[config.mk]
export PLATFORM = sky130hd
export DESIGN_NAME = ipv4_fwd_engine
export DESIGN_NICKNAME = d
export VERILOG_FILES = /design/src/rtl/ipv4_fwd_pkg.sv /design/src/rtl/ipv4_hdr_check.sv /design/src/rtl/ipv4_route_table.sv /design/src/rtl/ipv4_ttl_rewrite.sv /design/src/rtl/ipv4_fwd_engine.sv
export SDC_FILE = /design/constraint.sdc
export NUM_CORES = 2
export LEC_CHECK = 0
export ABC_CLOCK_PERIOD_IN_PS = 34300
export BUFFER_PORTS_ARGS = -buffer_cell sky130_fd_sc_hd__buf_2
export CAP_MARGIN = 10
export CORE_AREA = 2 2 326 328
export CTS_CLUSTER_DIAMETER = 80
export CTS_CLUSTER_SIZE = 12
export DETAILED_ROUTE_END_ITERATION = 10
export DIE_AREA = 0 0 328 330
export PLACE_DENSITY = 0.82
export RECOVER_POWER = 50
export SLEW_MARGIN = 30
export SYNTH_ARGS = -nofsm -noshare
export SYNTH_HDL_FRONTEND = slang
export SYNTH_SLANG_ARGS = --single-unit
[constraint.sdc]
create_clock -name clk -period 34.3 [get_ports clk]
set_clock_uncertainty 0.15 [all_clocks]
set_input_delay 1.715 -clock clk [delete_from_list [all_inputs] [get_ports clk]]
set_output_delay 1.715 -clock clk [all_outputs]
set_load 0.05 [all_outputs]
[src/rtl/ipv4_fwd_pkg.sv]
package ipv4_fwd_pkg;

  localparam int HDR_W = 160;

  typedef enum logic [1:0] {
    VERD_FWD  = 2'b00,
    VERD_DROP = 2'b01,
    VERD_CPU  = 2'b10
  } verdict_e;

  // field positions in the 160-bit header (first byte at the top)
  localparam int VER_HI  = 159;
  localparam int IHL_HI  = 155;
  localparam int TTL_HI  = 95;
  localparam int CSUM_HI = 79;
  localparam int DST_HI  = 31;

  // fold a wide sum into a 16-bit ones'-complement sum
  function automatic logic [15:0] oc_fold(input logic [31:0] s);
    logic [31:0] t;
    t = {16'h0, s[15:0]} + {16'h0, s[31:16]};
    t = {16'h0, t[15:0]} + {16'h0, t[31:16]};
    return t[15:0];
  endfunction

endpackage

[src/rtl/ipv4_hdr_check.sv]
module ipv4_hdr_check
  import ipv4_fwd_pkg::*;
#(
  parameter int LEN_W   = 16,
  parameter int MIN_LEN = 64,
  parameter int MAX_LEN = 1500
) (
  input  logic [HDR_W-1:0] hdr,
  input  logic [LEN_W-1:0] frame_len,
  output logic             csum_ok,
  output logic             len_ok,
  output logic             fmt_ok,
  output logic             ttl_ok
);
  localparam int NWORDS = HDR_W / 16;

  logic [31:0] wsum;

  always_comb begin
    wsum = '0;
    for (int w = 0; w < NWORDS; w++) begin
      wsum = wsum + {16'h0, hdr[w*16 +: 16]};
    end
    csum_ok = (oc_fold(wsum) == 16'hFFFF);
    len_ok  = (frame_len >= LEN_W'(MIN_LEN)) && (frame_len <= LEN_W'(MAX_LEN));
    fmt_ok  = (hdr[VER_HI -: 4] == 4'd4) && (hdr[IHL_HI -: 4] == 4'd5);
    ttl_ok  = (hdr[TTL_HI -: 8] > 8'd1);
  end

endmodule

[src/rtl/ipv4_route_table.sv]
module ipv4_route_table #(
  parameter int N_ENTRIES = 8,
  parameter int N_PORTS   = 4,
  localparam int AW       = $clog2(N_ENTRIES),
  localparam int LW       = 6
) (
  input  logic               clk,
  input  logic               rst_n,
  input  logic               wr_en,
  input  logic [AW-1:0]      wr_addr,
  input  logic               wr_valid,
  input  logic [31:0]        wr_prefix,
  input  logic [31:0]        wr_mask,
  input  logic [31:0]        wr_next_hop,
  input  logic [N_PORTS-1:0] wr_ports,
  input  logic [31:0]        dst,
  output logic               hit,
  output logic [31:0]        hit_next_hop,
  output logic [N_PORTS-1:0] hit_ports
);
  logic [N_ENTRIES-1:0] vld_q, vld_d;
  logic [31:0]          pfx_q [N_ENTRIES];
  logic [31:0]          msk_q [N_ENTRIES];
  logic [31:0]          nh_q  [N_ENTRIES];
  logic [N_PORTS-1:0]   prt_q [N_ENTRIES];

  always_comb begin
    vld_d = vld_q;
    if (wr_en) vld_d[wr_addr] = wr_valid;
  end

  always_ff @(posedge clk or negedge rst_n) begin
    if (!rst_n) vld_q <= '0;
    else        vld_q <= vld_d;
  end

  generate
    for (genvar e = 0; e < N_ENTRIES; e++) begin : g_ent
      always_ff @(posedge clk) begin
        if (wr_en && (wr_addr == AW'(e))) begin
          pfx_q[e] <= wr_prefix;
          msk_q[e] <= wr_mask;
          nh_q[e]  <= wr_next_hop;
          prt_q[e] <= wr_ports;
        end
      end
    end
  endgenerate

  logic [AW-1:0] best;
  logic [LW-1:0] best_len;
  logic [LW-1:0] cur_len;

  always_comb begin
    hit      = 1'b0;
    best     = '0;
    best_len = '0;
    cur_len  = '0;
    for (int e = 0; e < N_ENTRIES; e++) begin
      cur_len = LW'($countones(msk_q[e]));
      if (vld_q[e] && ((dst & msk_q[e]) == (pfx_q[e] & msk_q[e]))
          && (!hit || (cur_len > best_len))) begin
        hit      = 1'b1;
        best     = AW'(e);
        best_len = cur_len;
      end
    end
    hit_next_hop = nh_q[best];
    hit_ports    = prt_q[best];
  end

endmodule

[src/rtl/ipv4_ttl_rewrite.sv]
module ipv4_ttl_rewrite
  import ipv4_fwd_pkg::*;
(
  input  logic [HDR_W-1:0] hdr_in,
  output logic [HDR_W-1:0] hdr_out
);
  logic [15:0] old_w, new_w, old_c;
  logic [31:0] acc;

  always_comb begin
    old_w = hdr_in[TTL_HI -: 16];
    new_w = {hdr_in[TTL_HI -: 8] - 8'd1, hdr_in[TTL_HI-8 -: 8]};
    old_c = hdr_in[CSUM_HI -: 16];
    // new checksum = ~(~old_csum + ~old_word + new_word), ones'-complement
    acc   = {16'h0, ~old_c} + {16'h0, ~old_w} + {16'h0, new_w};
    hdr_out = hdr_in;
    hdr_out[TTL_HI -: 16]  = new_w;
    hdr_out[CSUM_HI -: 16] = ~oc_fold(acc);
  end

endmodule

[src/rtl/ipv4_fwd_engine.sv]
module ipv4_fwd_engine
  import ipv4_fwd_pkg::*;
#(
  parameter int N_ENTRIES = 8,
  parameter int N_PORTS   = 4,
  parameter int LEN_W     = 16,
  parameter int MIN_LEN   = 64,
  parameter int MAX_LEN   = 1500,
  localparam int AW       = $clog2(N_ENTRIES)
) (
  input  logic               clk,
  input  logic               rst_n,
  input  logic               in_valid,
  output logic               in_ready,
  input  logic [HDR_W-1:0]   in_hdr,
  input  logic [LEN_W-1:0]   in_frame_len,
  output logic               out_valid,
  input  logic               out_ready,
  output logic [1:0]         out_verdict,
  output logic [N_PORTS-1:0] out_ports,
  output logic [31:0]        out_next_hop,
  output logic [HDR_W-1:0]   out_hdr,
  input  logic               tbl_we,
  input  logic [AW-1:0]      tbl_addr,
  input  logic               tbl_valid,
  input  logic [31:0]        tbl_prefix,
  input  logic [31:0]        tbl_mask,
  input  logic [31:0]        tbl_next_hop,
  input  logic [N_PORTS-1:0] tbl_ports
);
  logic csum_ok, len_ok, fmt_ok, ttl_ok;
  logic rt_hit;
  logic [31:0]        rt_nh;
  logic [N_PORTS-1:0] rt_ports;
  logic [HDR_W-1:0]   hdr_dec;

  ipv4_hdr_check #(.LEN_W(LEN_W), .MIN_LEN(MIN_LEN), .MAX_LEN(MAX_LEN)) u_check (
    .hdr(in_hdr), .frame_len(in_frame_len),
    .csum_ok(csum_ok), .len_ok(len_ok), .fmt_ok(fmt_ok), .ttl_ok(ttl_ok)
  );

  ipv4_route_table #(.N_ENTRIES(N_ENTRIES), .N_PORTS(N_PORTS)) u_table (
    .clk(clk), .rst_n(rst_n),
    .wr_en(tbl_we), .wr_addr(tbl_addr), .wr_valid(tbl_valid),
    .wr_prefix(tbl_prefix), .wr_mask(tbl_mask),
    .wr_next_hop(tbl_next_hop), .wr_ports(tbl_ports),
    .dst(in_hdr[DST_HI -: 32]),
    .hit(rt_hit), .hit_next_hop(rt_nh), .hit_ports(rt_ports)
  );

  ipv4_ttl_rewrite u_rewrite (.hdr_in(in_hdr), .hdr_out(hdr_dec));

  verdict_e           verd_d;
  logic               accept;
  logic               vld_d;
  logic [N_PORTS-1:0] ports_d;
  logic [31:0]        nh_d;
  logic [HDR_W-1:0]   hdr_d;

  assign in_ready = !out_valid || out_ready;
  assign accept   = in_valid && in_ready;

  always_comb begin
    if (!csum_ok)     verd_d = VERD_DROP;
    else if (!len_ok) verd_d = VERD_DROP;
    else if (!fmt_ok) verd_d = VERD_CPU;
    else if (!ttl_ok) verd_d = VERD_CPU;
    else if (!rt_hit) verd_d = VERD_CPU;
    else              verd_d = VERD_FWD;

    if (verd_d == VERD_FWD) begin
      ports_d = rt_ports;
      nh_d    = rt_nh;
      hdr_d   = hdr_dec;
    end else begin
      ports_d = '0;
      nh_d    = '0;
      hdr_d   = in_hdr;
    end

    vld_d = accept ? 1'b1 : (out_ready ? 1'b0 : out_valid);
  end

  always_ff @(posedge clk or negedge rst_n) begin
    if (!rst_n) out_valid <= 1'b0;
    else        out_valid <= vld_d;
  end

  always_ff @(posedge clk) begin
    if (accept) begin
      out_verdict  <= verd_d;
      out_ports    <= ports_d;
      out_next_hop <= nh_d;
      out_hdr      <= hdr_d;
    end
  end

endmodule

; Yosys cells after proc, flatten, opt, wreduce, memory -nomap -nowiden
; Memory sizes are Yosys's and may differ from the RTL's. A register that Yosys moved wholly into a read port is not among the register bits.
; Cells that the tools add are included.
; W data, S select, Z words.
[op_classes]
n_addsub = 264
magnitude_cmp = 12
eq_ne = 18
mux = 133
bitwise = 19
reduce_logical = 76
[ops]
columns = op, count
row1 = $add A6 B6 Y6, 120
row2 = $mux W32, 21
row3 = $reduce_or A32 Y1, 21
row4 = $and A32 B32 Y32, 16
row5 = $add A32 B16 Y32, 9
row6 = $add A1 B1 Y2, 128
row7 = $eq A32 B32 Y1, 8
row8 = $mux W3, 32
row9 = $mux W96, 1
row10 = $add A16 B16 Y17, 4
row11 = $mux W1, 56
row12 = $not A16 Y16, 3
row13 = $gt A6 B6 Y1, 7
row14 = $mux W6, 7
row15 = $add A16 B16 Y16, 2
row16 = $mux W4, 7
row17 = $reduce_or A4 Y1, 7
row18 = $logic_and A1 B1 Y1, 27
row19 = $eq A16 B16 Y1 const B, 1
row20 = $ge A16 B7 Y1 const B, 1
row21 = $le A16 B11 Y1 const B, 1
row22 = $mux W2, 7
row23 = $eq A3 B3 Y1 const B, 4
row24 = $logic_not A1 Y1, 10
row25 = 13 further kinds, 22
[word_totals]
register_bits = 171
ramBits = 800
inputBits = 285
output_inout_bits = 200
elab_cells = 530
n_memories = 4
[memory_table]
columns = memory, words, width, rd, rd_clocked_by_memory_dff, wr, line_no
row1 = u_table.msk_q, 8, 32, 8, 0, 1, ipv4_route_table.sv:23  ; logic [31:0] msk_q [N_ENTRIES];
row2 = u_table.nh_q, 8, 32, 1, 1, 1, ipv4_route_table.sv:24  ; logic [31:0] nh_q [N_ENTRIES];
row3 = u_table.pfx_q, 8, 32, 8, 0, 1, ipv4_route_table.sv:22  ; logic [31:0] pfx_q [N_ENTRIES];
row4 = u_table.prt_q, 8, 4, 1, 1, 1, ipv4_route_table.sv:25  ; logic [N_PORTS-1:0] prt_q [N_ENTRIES];

; Logic depth before layout (Yosys ltp)
; An unclocked memory read counts as a cell.
[depth]
depth_word = 42
ltp_mapped = 92
depth_no_buf = 85

; Cells and area by module
; From an unflattened synthesis, not the netlist that was laid out.
[unflattened]
hier_cells = 4039
area_unflattened_um2 = 56575.5
[by_module_without_submodules]
columns = module, instances, cells_per_inst, area_each_um2, seq_area_each_um2
row1 = ipv4_route_table, 1, 2643, 40074.7, 24223.2
row2 = ipv4_fwd_engine, 1, 423, 8229.1, 5970.7
row3 = ipv4_hdr_check, 1, 515, 4879.7, 0.0
row4 = ipv4_ttl_rewrite, 1, 458, 3392.0, 0.0

; Worst setup path before layout
; Ideal clock, no wire load.
[synth_timing]
path_kind = reg2reg
start = mem u_table.msk_q[0][16]
end = reg out_next_hop[18], read port of u_table.nh_q (data pin)
setup_ns = 0.261
t_arrival_ns = 16.843
required_ns = 33.889
slack_ns = 17.046
path_stages_with_launch = 87
path_buffers = 7
period_less_slack_ns = 17.254
path_cell_list = edfxtp_1 -> ha_1 -> fa_1 -> inv_1 -> fa_1 -> inv_1 -> fa_1 -> fa_1 -> inv_1 -> fa_1 -> inv_1 -> ha_1 -> fa_1 -> xor2_1 -> nand3_1 -> ha_1 -> a21o_1 -> a21oi_1 -> [51 not listed] -> o22ai_1 -> a21oi_1 -> clkbuf_1 -> mux2_2 -> ha_1 -> nor2b_1 -> o21a_1 -> o21a_1 -> o21a_1 -> o21a_1 -> o22ai_1 -> a21oi_1 -> a311oi_4 -> buf_6 -> buf_4 -> mux2i_1 -> o2bb2ai_1 -> a221o_1
[synth_lines]
columns = item, line_no
row1 = from (decl), ipv4_route_table.sv:23
row2 = to (decl), ipv4_fwd_engine.sv:21  ; output logic [31:0] out_next_hop,

==> flow_metrics.env <==
export IMPL_arrival_ps=20020
export IMPL_viasPerCell=5.922
export IMPL_final_max_slew_viol_count=517
export IMPL_synth_cell_types=87
export IMPL_first_pass_iters=6
export IMPL_postSynthAreaPerCell_um2=14.94
export IMPL_grt_pass1_wl_um=226500
export IMPL_cts_buffers=96
export IMPL_layout_commonest_cell="edfxtp_1"
export IMPL_place_congestion=0.9621
export IMPL_antenna_found_initial=27
export IMPL_coreArea_um2=104700
export IMPL_synth_edff_count=998
export IMPL_clk_pin_slew_ps=70
export IMPL_grt_pass1_vias=33574
export IMPL_routedWlPerCell_um=28.99
export IMPL_cts_path_max_buffers=3
export IMPL_ios=485
export IMPL_totalWireLength_um=161800
export IMPL_hold_viol_final=0
export IMPL_max_slew_margin=-1.141
export IMPL_synth_top_cell_by_area="edfxtp_1"
export IMPL_busiest_layer="met2"
export IMPL_yosysSeqAreaShare=0.5688
export IMPL_first_iter_violations=4283
export IMPL_clock_latency_ps=740
export IMPL_drive_gt1_frac=0.1117
export IMPL_layout_setup_ws_ps=14560
export IMPL_grt_usage=0.2977
export IMPL_detail_route_antenna_nets=0
export IMPL_fin_tns_setup_ps=0
export IMPL_dr_total_vias=33053
export IMPL_hold_class="flip-flop to flip-flop"
export IMPL_grt_use_met2=0.4873
export IMPL_ctsResizeCount=0
export IMPL_die_x_um=328
export IMPL_power_density_nw_per_um2=76.35
export IMPL_synthArstFlopShare=0.008937
export IMPL_area_growth_pct=12.78
export IMPL_worstMarginPinSlew_ps=3212
export IMPL_ys_top_cells_by_area="edfxtp_1, fa_1, ha_1"
export IMPL_utilization=0.5720
export IMPL_critPathSlowestCell="buf_4"
export IMPL_min_period_ps=19740
export IMPL_leakage_nw=23.91
export IMPL_cp_max_fo=52
export IMPL_yosysWarnings=0
export IMPL_ys_ff_latch=1007
export IMPL_post_route_period_util=0.5756
export IMPL_cp_common_cell="o21a_1"
export IMPL_root_buffer="clkbuf_16"
export IMPL_syn_nets=4477
export IMPL_synth_area_um2=53090
export IMPL_place_hpwl_um=114100
export IMPL_max_freq_ghz=0.05065
export IMPL_status="finished, violations left"
export IMPL_cts_setup_buffers=0
export IMPL_final_cell_mix="edfxtp_1, inv_1, fa_1, ha_1, xor2_1"
export IMPL_cts_tree="done"
export IMPL_portBuffers=484
export IMPL_die_h_um=330
export IMPL_place_ws_ps=14800
export IMPL_met3_usage=0.06203
export IMPL_grt_ovfl_total=0
export IMPL_holdBufCountCts=0
export IMPL_synth_top_area_frac=0.5645
export IMPL_setup_violations=0
export IMPL_fp_row_count=119
export IMPL_clock_sinks=1007
export IMPL_grt_util_met1=0.3708
export IMPL_slowest_delay_ps=790
export IMPL_htreeDepth=3
export IMPL_grt_max_degree=152
export IMPL_ys_flop_type="edfxtp_1"
export IMPL_endpoint_kind="flip-flop"
export IMPL_synthCells=3553
export IMPL_fin_nets=5038
export IMPL_violations="max-capacitance violations, max-slew violations"
export IMPL_start_util=0.5072
export IMPL_ir_worst_vdd_mv=0.08087
export IMPL_start_kind="flip-flop"
export IMPL_required_ps=34580
export IMPL_drc_errors=0
export IMPL_die_area_um2=108200
export IMPL_rsz0062_at_grt="no"
export IMPL_critical_path_class="flip-flop to flip-flop"
export IMPL_cap_violations=37
==> Yosys cell counts, drive strengths merged, types with 9 or more instances <==
| library cell | instances |
|---|---|
| a211oi | 9 |
| a21o | 43 |
| a21oi | 73 |
| a221o | 35 |
| a221oi | 11 |
| a22o | 10 |
| a22oi | 93 |
| and3 | 13 |
| buf | 59 |
| clkbuf | 16 |
| dfrtp | 9 |
| edfxtp | 998 |
| fa | 324 |
| ha | 315 |
| inv | 471 |
| mux2 | 23 |
| mux2i | 122 |
| nand2 | 76 |
| nand2b | 9 |
| nand3 | 33 |
| nand4 | 43 |
| nor2 | 65 |
| nor2b | 19 |
| nor3 | 27 |
| o21a | 29 |
| o21ai | 53 |
| o21bai | 13 |
| o22ai | 32 |
| o2bb2ai | 31 |
| xnor2 | 85 |
| xor2 | 295 |
==> registers in the layout, summed over array words and instances (netlist names) <==
register / flops
out_verdict: 2
out_valid: 1
u_table.pfx_q: 256
out_next_hop: 32
u_table.msk_q: 256
out_ports: 4
out_hdr: 160
u_table.prt_q: 32
u_table.nh_q: 256
u_table.vld_q: 8
==> final timing paths <==
check	start	endpoint	slack, ps	depth (start not counted)
min in group asynchronous	rst_n	u_table.vld_q[6]	1150	1
setup / recovery	u_table.msk_q[0][16]	out_next_hop[23]	14560	80
hold reg to reg	u_table.nh_q[3][12]	out_next_hop[12]	380	1
max in group asynchronous	rst_n	u_table.vld_q[4]	31980	1
hold / removal	u_table.nh_q[3][12]	out_next_hop[12]	380	1
setup reg to reg	u_table.msk_q[0][16]	out_next_hop[23]	14560	80
==> critical path: cells and delay by family, from the launching register on <==
family / cells / cell delay, ps
AOI/OAI and AO/OA: 43 / 9230
adders and majority gates: 15 / 5570
muxes: 4 / 1420
buffers and inverters: 8 / 1410
and+or+nand+nor: 9 / 1080
DFF: 1 / 410
xor gates and xnor gates: 1 / 160
==> final cells by class <==
cell class | count | area (µm²)
fill | 8053 | 44800
clock buffer | 149 | 2601
tap | 1391 | 1740
multi-input combinational | 2000 | 20790
timing repair buffer | 538 | 2490
antenna | 11 | 27.53
sequential | 1007 | 30190
inverter | 471 | 1768
clock inverter | 14 | 254.0
==> metrics by stage <==
step / total power [mW] / cell area, µm² / hold slack [ps] / instances
global placement: 3.520 / 57340 / 341.7 / 5404
global route: 4.882 / 59860 / 387.1 / 5576
CTS: 4.579 / 60290 / 363.8 / 5570
detailed placement: 3.578 / 57440 / 350.7 / 5407
floorplan: 2.985 / 53090 / 330.6 / 3553
finish: 4.571 / 59870 / 382.5 / 5581
==> kinds of logic after synthesis <==
logic type	after synthesis	synth area share
compound gates	500	0.06953
xor+xnor	380	0.06284
fa+ha+maj	639	0.1964
buf+inv	546	0.04089
flops	1007	0.5688
mux	145	0.02788
simple gates	336	0.03366
==> routing by layer <==
metal | wire [µm] | share of wire | up-vias
met5 | 56 | 0.00035 | -
met4 | 10290 | 0.064 | 8
met3 | 18040 | 0.11 | 446
met2 | 76670 | 0.47 | 2236
met1 | 56750 | 0.35 | 16418
li1 | - | - | 13945
==> power by group <==
part	switching, mW	leakage (nW)	internal, mW
sequential	0.0195	9.27	1.41
clock	0.469	1.34	0.527
combinational	1.27	13.3	0.880
No activity file was read; power rests on OpenSTA's default activity.
